File: config.mk
export PLATFORM = sky130hd
export DESIGN_NAME = core_tmr_top
export DESIGN_NICKNAME = d
export VERILOG_FILES = /design/src/rtl/core_tmr_pkg.sv /design/src/rtl/tmr_tick_gen.sv /design/src/rtl/tmr_count.sv /design/src/rtl/tmr_tap_event.sv /design/src/rtl/tmr_decrementer.sv /design/src/rtl/core_tmr_top.sv
export SDC_FILE = /design/constraint.sdc
export NUM_CORES = 1
export LEC_CHECK = 0
export BUFFER_PORTS_ARGS = -buffer_cell sky130_fd_sc_hd__buf_2
export CAP_MARGIN = 15
export CORE_MARGIN = 2
export CORE_UTILIZATION = 55
export DETAILED_ROUTE_END_ITERATION = 8
export HOLD_SLACK_MARGIN = 0.06
export PLACE_DENSITY = 0.8
export SLEW_MARGIN = 20
export SYNTH_ARGS = -nofsm -noshare
export SYNTH_HDL_FRONTEND = slang
export SYNTH_SLANG_ARGS = --single-unit
File: constraint.sdc
create_clock -name clk -period 3.25 [get_ports clk]
set_clock_uncertainty 0.2 [all_clocks]
set_input_delay 0.1625 -clock clk [delete_from_list [all_inputs] [get_ports clk]]
set_output_delay 0.1625 -clock clk [all_outputs]
set_load 0.03 [all_outputs]
File: src/rtl/core_tmr_pkg.sv
package core_tmr_pkg;

  localparam int PRESC_W = 8;
  localparam int TAP_W   = 8;
  localparam int ST_DEC  = 0;
  localparam int ST_FIT  = 1;
  localparam int ST_WDT  = 2;
  localparam int ST_W    = 3;

  typedef struct packed {
    logic [PRESC_W-1:0] div;         // 17:10 tick divider
    logic               tick_ext;    // 9     tick from external input
    logic [1:0]         wdt_sel;     // 8:7
    logic [1:0]         fit_sel;     // 6:5
    logic               wdt_rst_en;  // 4
    logic               wdt_ie;      // 3
    logic               fit_ie;      // 2
    logic               dec_reload;  // 1
    logic               dec_ie;      // 0
  } tmr_ctrl_t;

  localparam int CTRL_W = $bits(tmr_ctrl_t);

  typedef enum logic [2:0] {
    A_TB_LO  = 3'd0,
    A_TB_HI  = 3'd1,
    A_DEC    = 3'd2,
    A_RELOAD = 3'd3,
    A_CTRL   = 3'd4,
    A_STAT   = 3'd5,
    A_ALT_LO = 3'd6,
    A_ALT_HI = 3'd7
  } tmr_addr_e;

  function automatic int tap_pick(input logic [4*TAP_W-1:0] taps, input logic [1:0] sel);
    return int'(taps[int'(sel)*TAP_W +: TAP_W]);
  endfunction

  function automatic logic [ST_W-1:0] w1c_merge(input logic [ST_W-1:0] cur,
                                                input logic [ST_W-1:0] clr,
                                                input logic [ST_W-1:0] set);
    return (cur & ~clr) | set;
  endfunction

endpackage

File: src/rtl/tmr_tick_gen.sv
module tmr_tick_gen #(
  parameter int DIV_W = 8
) (
  input  logic             clk,
  input  logic             rst_n,
  input  logic             freeze,
  input  logic             use_ext,
  input  logic             ext_in,
  input  logic [DIV_W-1:0] div,
  output logic             tick
);
  logic             ext_q;
  logic [DIV_W-1:0] cnt_q;
  logic             div_hit;

  assign div_hit = (cnt_q >= div);

  always_comb begin
    if (freeze)       tick = 1'b0;
    else if (use_ext) tick = ext_in & ~ext_q;
    else              tick = div_hit;
  end

  always_ff @(posedge clk) begin
    if (!rst_n) begin
      ext_q <= 1'b0;
      cnt_q <= '0;
    end else begin
      ext_q <= ext_in;
      if (!freeze) begin
        if (use_ext || div_hit) cnt_q <= '0;
        else                    cnt_q <= cnt_q + 1'b1;
      end
    end
  end
endmodule

File: src/rtl/tmr_count.sv
module tmr_count #(
  parameter int W        = 64,
  parameter int HALF     = 32,
  parameter bit WRITABLE = 1'b1
) (
  input  logic            clk,
  input  logic            rst_n,
  input  logic            adv,
  input  logic            wr_lo,
  input  logic            wr_hi,
  input  logic [HALF-1:0] wdata,
  output logic [W-1:0]    value
);
  generate
    if (WRITABLE) begin : g_rw
      always_ff @(posedge clk) begin
        if (!rst_n)      value <= '0;
        else if (wr_lo)  value[HALF-1:0] <= wdata;
        else if (wr_hi)  value[W-1:HALF] <= wdata[W-HALF-1:0];
        else if (adv)    value <= value + 1'b1;
      end
    end else begin : g_ro
      logic unused_wr;
      assign unused_wr = ^{wr_lo, wr_hi, wdata};
      always_ff @(posedge clk) begin
        if (!rst_n)   value <= '0;
        else if (adv) value <= value + 1'b1;
      end
    end
  endgenerate
endmodule

File: src/rtl/tmr_tap_event.sv
module tmr_tap_event #(
  parameter int                              W    = 64,
  parameter logic [4*core_tmr_pkg::TAP_W-1:0] TAPS = {8'd8, 8'd6, 8'd4, 8'd2}
) (
  input  logic [W-1:0] cur,
  input  logic         adv,
  input  logic [1:0]   sel,
  output logic         ev
);
  function automatic logic bit_rises(input logic [W-1:0] v, input int pos);
    logic [W-1:0] nxt;
    nxt = v + 1'b1;
    return ~v[pos] & nxt[pos];
  endfunction

  assign ev = adv & bit_rises(cur, core_tmr_pkg::tap_pick(TAPS, sel));
endmodule

File: src/rtl/tmr_decrementer.sv
module tmr_decrementer #(
  parameter int W = 32
) (
  input  logic         clk,
  input  logic         rst_n,
  input  logic         tick,
  input  logic         wr,
  input  logic [W-1:0] wdata,
  input  logic         reload_en,
  input  logic [W-1:0] reload_val,
  output logic [W-1:0] value,
  output logic         expire
);
  function automatic logic [W-1:0] dec_next(input logic [W-1:0] v, input logic tk,
                                            input logic ex, input logic rl_en,
                                            input logic [W-1:0] rl);
    if (ex)                 return rl_en ? rl : '0;
    if (tk && (v != '0))    return v - 1'b1;
    return v;
  endfunction

  assign expire = tick & ~wr & (value == W'(1));

  always_ff @(posedge clk) begin
    if (!rst_n)  value <= '0;
    else if (wr) value <= wdata;
    else         value <= dec_next(value, tick, expire, reload_en, reload_val);
  end
endmodule

File: src/rtl/core_tmr_top.sv
module core_tmr_top #(
  parameter int                               BUS_W    = 32,
  parameter logic [4*core_tmr_pkg::TAP_W-1:0] FIT_TAPS = {8'd8, 8'd6, 8'd4, 8'd2},
  parameter logic [4*core_tmr_pkg::TAP_W-1:0] WDT_TAPS = {8'd9, 8'd7, 8'd5, 8'd3}
) (
  input  logic             clk,
  input  logic             rst_n,
  input  logic             ext_tick,
  input  logic             dbg_freeze,
  input  logic [2:0]       bus_addr,
  input  logic             bus_we,
  input  logic [BUS_W-1:0] bus_wdata,
  output logic [BUS_W-1:0] bus_rdata,
  output logic             dec_irq,
  output logic             fit_irq,
  output logic             wdt_irq,
  output logic             wdt_reset_req
);
  import core_tmr_pkg::*;

  localparam int TB_W  = 2 * BUS_W;
  localparam int DEC_W = BUS_W;

  tmr_ctrl_t          ctrl_q;
  logic [DEC_W-1:0]   reload_q;
  logic [ST_W-1:0]    sts_q;
  logic               rst_req_q;

  logic               tick;
  logic               tb_wr_lo, tb_wr_hi, tb_wr;
  logic               dec_wr, reload_wr, ctrl_wr, sts_wr;
  logic               tb_adv, alt_adv;
  logic [TB_W-1:0]    tb_val, alt_val;
  logic [DEC_W-1:0]   dec_val;
  logic               dec_exp, fit_ev, wdt_ev;
  logic [ST_W-1:0]    sts_set, sts_clr;

  // write decode
  always_comb begin
    tb_wr_lo  = bus_we && (bus_addr == A_TB_LO);
    tb_wr_hi  = bus_we && (bus_addr == A_TB_HI);
    dec_wr    = bus_we && (bus_addr == A_DEC);
    reload_wr = bus_we && (bus_addr == A_RELOAD);
    ctrl_wr   = bus_we && (bus_addr == A_CTRL);
    sts_wr    = bus_we && (bus_addr == A_STAT);
  end
  assign tb_wr   = tb_wr_lo | tb_wr_hi;
  assign tb_adv  = tick & ~tb_wr;
  assign alt_adv = ~dbg_freeze;

  tmr_tick_gen #(.DIV_W(PRESC_W)) u_tick (
    .clk(clk), .rst_n(rst_n), .freeze(dbg_freeze), .use_ext(ctrl_q.tick_ext),
    .ext_in(ext_tick), .div(ctrl_q.div), .tick(tick)
  );

  tmr_count #(.W(TB_W), .HALF(BUS_W), .WRITABLE(1'b1)) u_tb (
    .clk(clk), .rst_n(rst_n), .adv(tb_adv), .wr_lo(tb_wr_lo), .wr_hi(tb_wr_hi),
    .wdata(bus_wdata), .value(tb_val)
  );

  tmr_count #(.W(TB_W), .HALF(BUS_W), .WRITABLE(1'b0)) u_alt (
    .clk(clk), .rst_n(rst_n), .adv(alt_adv), .wr_lo(1'b0), .wr_hi(1'b0),
    .wdata(bus_wdata), .value(alt_val)
  );

  tmr_decrementer #(.W(DEC_W)) u_dec (
    .clk(clk), .rst_n(rst_n), .tick(tick), .wr(dec_wr), .wdata(bus_wdata),
    .reload_en(ctrl_q.dec_reload), .reload_val(reload_q), .value(dec_val),
    .expire(dec_exp)
  );

  tmr_tap_event #(.W(TB_W), .TAPS(FIT_TAPS)) u_fit (
    .cur(tb_val), .adv(tb_adv), .sel(ctrl_q.fit_sel), .ev(fit_ev)
  );

  tmr_tap_event #(.W(TB_W), .TAPS(WDT_TAPS)) u_wdt (
    .cur(tb_val), .adv(tb_adv), .sel(ctrl_q.wdt_sel), .ev(wdt_ev)
  );

  // status flags and watchdog second stage
  always_comb begin
    sts_set          = '0;
    sts_set[ST_DEC]  = dec_exp;
    sts_set[ST_FIT]  = fit_ev;
    sts_set[ST_WDT]  = wdt_ev;
    sts_clr          = sts_wr ? bus_wdata[ST_W-1:0] : '0;
  end

  always_ff @(posedge clk) begin
    if (!rst_n) begin
      ctrl_q    <= '0;
      reload_q  <= '0;
      sts_q     <= '0;
      rst_req_q <= 1'b0;
    end else begin
      if (ctrl_wr)   ctrl_q   <= tmr_ctrl_t'(bus_wdata[CTRL_W-1:0]);
      if (reload_wr) reload_q <= bus_wdata;
      sts_q     <= w1c_merge(sts_q, sts_clr, sts_set);
      rst_req_q <= wdt_ev & sts_q[ST_WDT] & ctrl_q.wdt_rst_en;
    end
  end

  assign dec_irq       = sts_q[ST_DEC] & ctrl_q.dec_ie;
  assign fit_irq       = sts_q[ST_FIT] & ctrl_q.fit_ie;
  assign wdt_irq       = sts_q[ST_WDT] & ctrl_q.wdt_ie;
  assign wdt_reset_req = rst_req_q;

  // read mux
  always_comb begin
    case (tmr_addr_e'(bus_addr))
      A_TB_LO:  bus_rdata = tb_val[BUS_W-1:0];
      A_TB_HI:  bus_rdata = tb_val[TB_W-1:BUS_W];
      A_DEC:    bus_rdata = dec_val;
      A_RELOAD: bus_rdata = reload_q;
      A_CTRL:   bus_rdata = BUS_W'(ctrl_q);
      A_STAT:   bus_rdata = BUS_W'(sts_q);
      A_ALT_LO: bus_rdata = alt_val[BUS_W-1:0];
      default:  bus_rdata = alt_val[TB_W-1:BUS_W];
    endcase
  end
endmodule

== Word level (Yosys, flattened, before mapping) ==
Index checks and enable logic that the tools add are counted.
Word-level totals
  output and inout port bits: 36
  register bits after elaboration: 223
  logic and storage cells: 103
  input bits: 40
Operators by class
  reductions and logical operators: 15
  muxes and demuxes: 30
  shift-type cells: 2
  add/sub/neg operators: 4
  equality and inequality tests: 8
  bitwise gates (word level): 23
  magnitude comparators: 3
Operators by type and width (number)
  $mux W32: 9
  $pmux W32 S7: 1
  $add A64 B1 Y64 const B: 2
  $mux W64: 1
  $shiftx A32 B6 Y8 const A: 2
  $eq A32 B1 Y1 const B: 1
  $reduce_bool A32 Y1: 1
  $sub A32 B1 Y32 const B: 1
  $bmux W1 S6: 4
  $lt A8 B7 Y1 const B: 2
  $and A1 B1 Y1: 13
  $mux W1: 13
  $eq A3 B3 Y1 const B: 3
  $add A8 B1 Y8 const B: 1
  $ge A8 B8 Y1: 1
  $mux W8: 1
  $logic_and A1 B1 Y1: 7
  $eq A3 B2 Y1 const B: 2
  $not A1 Y1: 6
  $reduce_and A2 Y1: 2
  $reduce_bool A2 Y1: 2
  $and A3 B3 Y3: 1
  $eq A3 B1 Y1 const B: 1
  $logic_not A3 Y1: 1
  7 further kinds: 7

== Longest topological paths before layout ==
Gate-level depths: netlist of run 1.
  depth after elaboration: 15
  depth in mapped cells: 10
  gate-level depth less buffers: 8

== By module ==
Synthesis of run 1 repeated with hierarchy kept, for this count alone.
Second synthesis, totals
  cells, all modules: 1903
  area, all modules: 14934.3 µm²
By module, submodules not included
  tmr_count at u_tb: area an instance 4070.2 µm², seq. area each 1281.2 µm², instances 1, cells an instance 555
  core_tmr_top: area an instance 3882.5 µm², seq. area each 1081.0 µm², instances 1, cells an instance 498
  tmr_count at u_alt: area an instance 3129.3 µm², seq. area each 1281.2 µm², instances 1, cells an instance 357
  tmr_decrementer: area an instance 2406.1 µm², seq. area each 640.6 µm², instances 1, cells an instance 330
  tmr_tick_gen: area an instance 703.2 µm², seq. area each 180.2 µm², instances 1, cells an instance 71
  tmr_tap_event at u_wdt: area an instance 395.4 µm², seq. area each 0.0 µm², instances 1, cells an instance 46
  tmr_tap_event at u_fit: area an instance 347.8 µm², seq. area each 0.0 µm², instances 1, cells an instance 46

== Worst setup path after synthesis of run 1 ==
Ideal clock, no wire load.
  kind: register -> register
  from: reg u_dec.value[12]
  to: reg u_dec.value[27]
  data arrival time: 2.526 ns
  required time: 2.933 ns
  buffers on the path: 3
  setup slack: 0.407 ns
  period minus slack after synthesis: 2.843 ns
  stages on the path, launching flop included: 10
  setup time: 0.117 ns
  cell sequence: dfxtp_1 > buf_2 > or4_4 > or4_4 > nor3_4 > or3_1 > buf_4 > buf_4 > o211ai_1 > a32o_1
On the way
  cells in the longest elaborated chain, start to end: 7
  elaborated cells between the ends (all ways): 17
  those cells by class: 1 x add/sub; 1 x eq/ne; 11 x mux; 1 x bitwise; 3 x reduce/logical
Ends and longest elaborated chain
  from (decl): RTL line tmr_decrementer.sv:11  | output logic [W-1:0] value,
  from (signal assigned): RTL line tmr_decrementer.sv:26  | else if (wr) value <= wdata;
  from (signal assigned): RTL line tmr_decrementer.sv:27  | else value <= dec_next(value, tick, expire, reload_en, reload_val);
  branches (longest 7 deep; another with $sub A32 B1 Y32)
Parallel ways; which one is timed is not known. The select of a mux whose other input is x is not followed.
A chain may end at the register's enable or synchronous reset.

== Final worst setup path of run 1 ==
  from: reg u_dec.value[3]
  to: reg u_dec.value[12]
The elaborated chain is that of the path after synthesis.

==> impl_metrics.yaml, run 1 <==
pwr:
  p_leak_nw: 5.601
  p_per_area_nw_per_um2: 617.9
  ir_drop_mv: 0.5528
global_routing:
  grt_pass1_wl_mm: 81.74
  grt_pass1_vias: 13907
  antenna_found_initial: 1
  grt-ovfl-total: 0
  grt_max_degree: 67
  track_usage_pct: 40.00
final_layout:
  nets: 1939
  fillers: 2124
  final_common_cell: "dfxtp_1"
  area_growth_pct: 15.33
  final_cell_area_um2: 16040
  utilization_pct: 64.06
  stdcell_count: 2227
  most-common-layout-cells: "dfxtp_1 (223), nand2_1 (219), nor2_1 (150), a21oi_1 (120), o21ai_0 (111)"
  layout-drive-gt1-share_pct: 13.82
synth:
  syn_inst: 1797
  seq_area_frac_synth_pct: 32.10
  synthFlopType: "dfxtp_1"
  synth_nets: 1857
  synthDistinctLibCells: 69
  synth-edff-count: 0
  avgSynthCellArea_um2: 7.739
  synth_seq_cells: 223
  synth_area_um2: 13910
  yosys_warnings: 0
  ys_async_sr_fraction_pct: 0
worst_setup_path:
  cp_data_arrival_time_ns: 3.30
  worst_setup_path_end_kind: "flip-flop"
  critPathLaunchType: "flip-flop"
  reg2reg_depth: 7
  path_class: "reg -> reg"
  crit_chain: "or4_1 > or4_4 > nor3_4 > or3_1 > buf_4 > a311oi_1 > o32ai_1"
  required_ns: 3.49
  cp_max_fo: 21
  cpMaxStageDelayCell: "or4_1"
  rr_endpoint: "u_dec.value[12]"
  r2r-start: "u_dec.value[3]"
  rrSetupSlack_ns: 0.19
  critPathMaxStageDelay_ns: 0.66
placed_design:
  pre_cts_slack_ns: 0.2785
  io_buffer_count: 75
  placed_cells: 2145
  placed_cell_area_um2: 14820
  dpl.hpwl_mm: 38.84
  gp_congestion: 1.072
timing:
  max_slew.worst_pin.slew_ns: 0.9952
  rsz0062_at_grt: "false"
  finalSetupViolCount: 0
  slew_headroom_pct: 33.56
  finalHoldViolCount: 0
  fmax_mhz: 327.3
  slew_viol_final: 0
  fin_crit_sh_pct: 94.01
  setup_slack_ns: 0.1946
  period_needed_ns: 3.055
  setup_tns_ns: 0
clock_network:
  cts_root_buf: "clkbuf_16"
  cts_tree: "yes"
  clock_sinks: 223
  htreeDepth: 1
  post_cts_resized: 0
  clkTransAtPathRegs_ns: 0.06
  cts_buffers: 26
  clk_path_buf_depth: 3
  clk_latency_ns: 0.54
die:
  initial_core_util_pct: 55.55
  core_area_um2: 25040
  die_area_um2: 26570
  die_w_um: 163.0
  std_cell_rows: 58
  ios: 76
  die_h_um: 163.0
detailed_routing:
  drt_iter0_markers: 2190
  ant_nets: 0
  wire_per_inst_um: 24.43
  totalWireLength_mm: 54.40
  dr_total_vias: 15373
  route.detailed.drc: 0
  dr.pass1.iters: 6
  avgViaCountPerCell: 6.903
min_path:
  min_path_type: "in -> reg"
  hold_depth: 4
  min-delay-start: "bus_addr[2]"
  min_to: "u_tb.value[28]"
job:
  max_cap_viol_count: 0
run_status:
  status: "completed"
worst max-delay path by stage:
| stage | start | end | slack, ns | cells past startpoint |
|---|---|---|---|---|
| 3_5_place_dp | u_dec.value[3] | u_dec.value[12] | 0.28 | 7 |
| 2_1_floorplan | u_dec.value[12] | u_dec.value[27] | 0.41 | 9 |
| 5_1_grt | u_dec.value[3] | u_dec.value[12] | 0.05 | 7 |
| 3_3_place_gp | u_dec.value[3] | u_dec.value[8] | 0.33 | 6 |
| 6_report | u_dec.value[3] | u_dec.value[12] | 0.19 | 7 |
| 4_1_cts | u_dec.value[3] | u_dec.value[12] | 0.21 | 7 |
logic make-up after synthesis:
| kind of cell | count (synthesis) | share of synthesized area (%) |
|---|---|---|
| and+or+nand+nor | 723 | 26.02 |
| AOI/OAI and AO/OA | 481 | 22.74 |
| DFF | 223 | 32.10 |
| buffers and inverters | 191 | 5.380 |
| xor gates and xnor gates | 92 | 5.794 |
| muxes | 67 | 6.172 |
| adders and majority gates | 20 | 1.799 |
synthesized netlist by cell type (all sizes together), types with 23 or more instances:
master    n  area (µm²)
nor4     34       231.5
o211ai   25       187.7
nand3    62       310.3
xnor2    43       376.6
a31oi    35       219.0
mux2i    43       430.4
clkbuf  109       409.1
inv      54       202.7
nor3     39       206.5
buf      28       136.4
nand2   219       822.0
and3     23       143.9
o31ai    23       172.7
a21oi   121       605.6
nor2    153       574.3
a32o     26       260.3
dfxtp   223        4464
o21ai   112       560.5
xor2     49       429.2
nand4    51       325.3
or3      30       187.7
power breakdown:
part	internal (mW)	switching, mW
Clock	1.78	1.22
Combinational	1.46	2.25
Sequential	2.91	0.283
Total	6.15	3.76
critical path, delay by kind of cell, from the launching register on:
family,cells,cell delay [ns]
DFF,1,0.36
AOI/OAI and AO/OA,2,0.50
buffers and inverters,1,0.28
and+or+nand+nor,4,1.61
sequential cells by signal (all words and copies together) (netlist names):
signal,count
reload_q,32
sts_q,3
u_tb.value,64
u_tick.cnt_q,8
u_alt.value,64
u_dec.value,32
u_tick.ext_q,1
wdt_reset_req,1
ctrl_q,18
per-stage QoR:
stage          power (mW)  hold slack (ns)
4_1_cts             9.769           0.1102
6_report            9.910           0.1507
2_1_floorplan       5.728          0.08421
3_5_place_dp        6.767           0.1890
5_1_grt             10.29           0.1767
3_3_place_gp        6.691           0.1835
cell type report:
cell class	count	area, µm²	share of cell area (%)
clock inverters	11	108.9	0.6787
inverters	54	205.2	1.279
multi-input cells	1383	8730	54.43
flip-flops and latches	223	4464	27.83
clock buffers	34	752.0	4.688
repair buffers	191	1364	8.503
well taps	330	412.9	2.574
diodes	1	2.502	0.01560
layer usage:
metal	part of all wire, %	track usage (%)
met5	0	0
met4	7.7	23.85
met3	13	10.94
met2	44	62.52
met1	36	49.34
timing repair:
item,CTS,global route
endpoints found under the hold margin,166,0
setup buffers,0,0
hold buffers,36,0
No activity file was read; power rests on OpenSTA's default activity.
==> run 2: changes to the inputs <==
--- a/config.mk
+++ b/config.mk
@@ -5,12 +5,14 @@
 export SDC_FILE = /design/constraint.sdc
 export NUM_CORES = 1
 export LEC_CHECK = 0
+export ABC_CLOCK_PERIOD_IN_PS = 3250
 export BUFFER_PORTS_ARGS = -buffer_cell sky130_fd_sc_hd__buf_2
 export CAP_MARGIN = 15
 export CORE_MARGIN = 2
 export CORE_UTILIZATION = 55
 export DETAILED_ROUTE_END_ITERATION = 8
 export HOLD_SLACK_MARGIN = 0.06
+export MAX_ROUTING_LAYER = met4
 export PLACE_DENSITY = 0.8
 export SLEW_MARGIN = 20
 export SYNTH_ARGS = -nofsm -noshare
==> run 2 against run 1 <==
Sequential power about the same. Total power rose by 0.58%. First-iteration DRC count up 0.59%. Largest cell class unchanged. Hold slack got worse by 0.050 ns. Critical path depth unchanged. Sequential cell count unchanged. Wire length increased by 6.5%. Design area increased by 0.48%. Die area did not move.
==> impl_metrics.yaml, run 2 (synthesis results as in run 1) <==
global_routing:
  antenna_found_initial: 2
  use_met3_pct: 8.101
  busiest_layer: "met2"
  grt-ovfl-total: 0
  met1_usage_pct: 55.03
  grt_use_met2_pct: 66.68
  grt_max_degree: 78
  grt_pass1_vias: 13789
  grt_pass1_wl_mm: 86.60
  track_usage_pct: 44.17
die:
  die_h_um: 163.0
  ios: 76
  std_cell_rows: 58
  die_area_um2: 26570
  initial_core_util_pct: 55.55
  die_w_um: 163.0
  core_area_um2: 25040
clock_network:
  clkTransAtPathRegs_ns: 0.06
  cts_buffers: 26
  cts_tree: "yes"
  clock_sinks: 223
  htreeDepth: 1
  postCtsHoldBufs: 40
  clk_path_buf_depth: 3
  post_cts_resized: 0
  cts_root_buf: "clkbuf_16"
  clk_latency_ns: 0.55
  post_cts_buffers: 0
worst_setup_path:
  critPathMaxStageDelay_ns: 0.64
  required_ns: 3.46
  cp_data_arrival_time_ns: 3.19
  r2r-start: "u_dec.value[3]"
  worst_setup_path_end_kind: "flip-flop"
  critPathLaunchType: "flip-flop"
  path_class: "reg -> reg"
  crit_buf_inv: 1
  crit_chain: "or4_1 > or4_4 > nor3_4 > buf_4 > nor4_1 > a311oi_1 > o32ai_1"
  cp_max_fo: 20
  cpLargestDelayFamily: "simple AND/OR/NAND/NOR gates"
  critPathLaunch: "u_dec.value[3]"
  cpMaxStageDelayCell: "or4_1"
final_layout:
  final_common_cell: "dfxtp_1"
  utilization_pct: 64.37
  layout-drive-gt1-share_pct: 13.93
  nets: 1950
  area_growth_pct: 15.89
  reg_top3: "u_alt.value x64, u_tb.value x64"
  most-common-layout-cells: "dfxtp_1 (223), nand2_1 (219), nor2_1 (151), a21oi_1 (120), o21ai_0 (111)"
pwr:
  p_per_area_nw_per_um2: 618.5
  power.total_mw: 9.968
  p_leak_nw: 5.641
  ir_drop_mv: 0.6704
timing:
  fin_crit_sh_pct: 91.78
  finalSetupViolCount: 0
  setup_slack_ns: 0.2673
  fmax_mhz: 335.3
  finalHoldViolCount: 0
  setup_tns_ns: 0
  period_needed_ns: 2.983
  max_slew.worst_pin.slew_ns: 0.8780
  slew_headroom_pct: 41.46
  rsz0062_at_grt: "false"
  slew_viol_final: 0
min_path:
  min_path_type: "in -> reg"
  min-delay-start: "bus_we"
job:
  max_cap_viol_count: 0
detailed_routing:
  route.detailed.drc: 0
  avgViaCountPerCell: 6.802
  dr.pass1.iters: 5
  dr_total_vias: 15258
  ant_nets: 0
  drt_iter0_markers: 2203
  wire_per_inst_um: 25.84
  totalWireLength_mm: 57.96
run_status:
  status: "completed"
placed_design:
  gp_congestion: 1.049
  pre_cts_slack_ns: 0.3334
  io_buffer_count: 75
  dpl.hpwl_mm: 41.38
## run 2: cell types whose count changed in the layout (fill, tap and decap cells not counted), sizes merged
cell,change
clkinvlp,+3
inv,-1
buf,+7
clkinv,-2
dlygate4sd3,+4
diode,+2
clkbuf,+3
## run 2: worst reg2reg max path: stages (launching register included)
cell and delay [ns]:
dfxtp_1 0.35, or4_1 0.64, or4_4 0.58, nor3_4 0.24
buf_4 0.30, nor4_1 0.10, a311oi_1 0.31, o32ai_1 0.14
## run 2: where the power goes
group          leakage (nW)  total, mW  internal [mW]  switching (mW)
Clock                 0.415       3.02           1.75            1.27
Combinational          3.42       3.76           1.46            2.30
Sequential             1.80       3.19           2.91           0.282
## run 2: path summary, 6_finish.rpt
kind	end	slack, ns	cells past startpoint
worst max register to register	u_dec.value[10]	0.27	7
worst max-delay path	u_dec.value[10]	0.27	7
worst min-delay path	reload_q[2]	0.10	5
worst min register to register	ctrl_q[0]	0.27	2
## run 2: per-stage QoR
step | instances | hold slack [ns] | instance area (µm²)
4_1_cts | 2240 | 0.07560 | 16110
2_1_floorplan | 1797 | 0.08421 | 13910
3_3_place_gp | 2152 | 0.1811 | 14850
3_5_place_dp | 2152 | 0.1895 | 14850
5_1_grt | 2242 | 0.1164 | 16110
6_report | 2243 | 0.1010 | 16120
## run 2: cell type report
class	count	area [µm²]
Clock inverter	11	112.6
Multi-Input combinational cell	1383	8727
Sequential cell	223	4464
Timing Repair Buffer	202	1444
Clock buffer	37	743.2
Fill cell	2217	8920
Inverter	54	205.2
Antenna cell	3	7.507
Tap cell	330	412.9
## run 2: metal layers
metal  vias to the layer above  share of wire, %
met5                         -                 0
met4                         0               7.9
met3                       218               9.7
met2                       956                43
met1                      7236                39
li1                       6848                 -
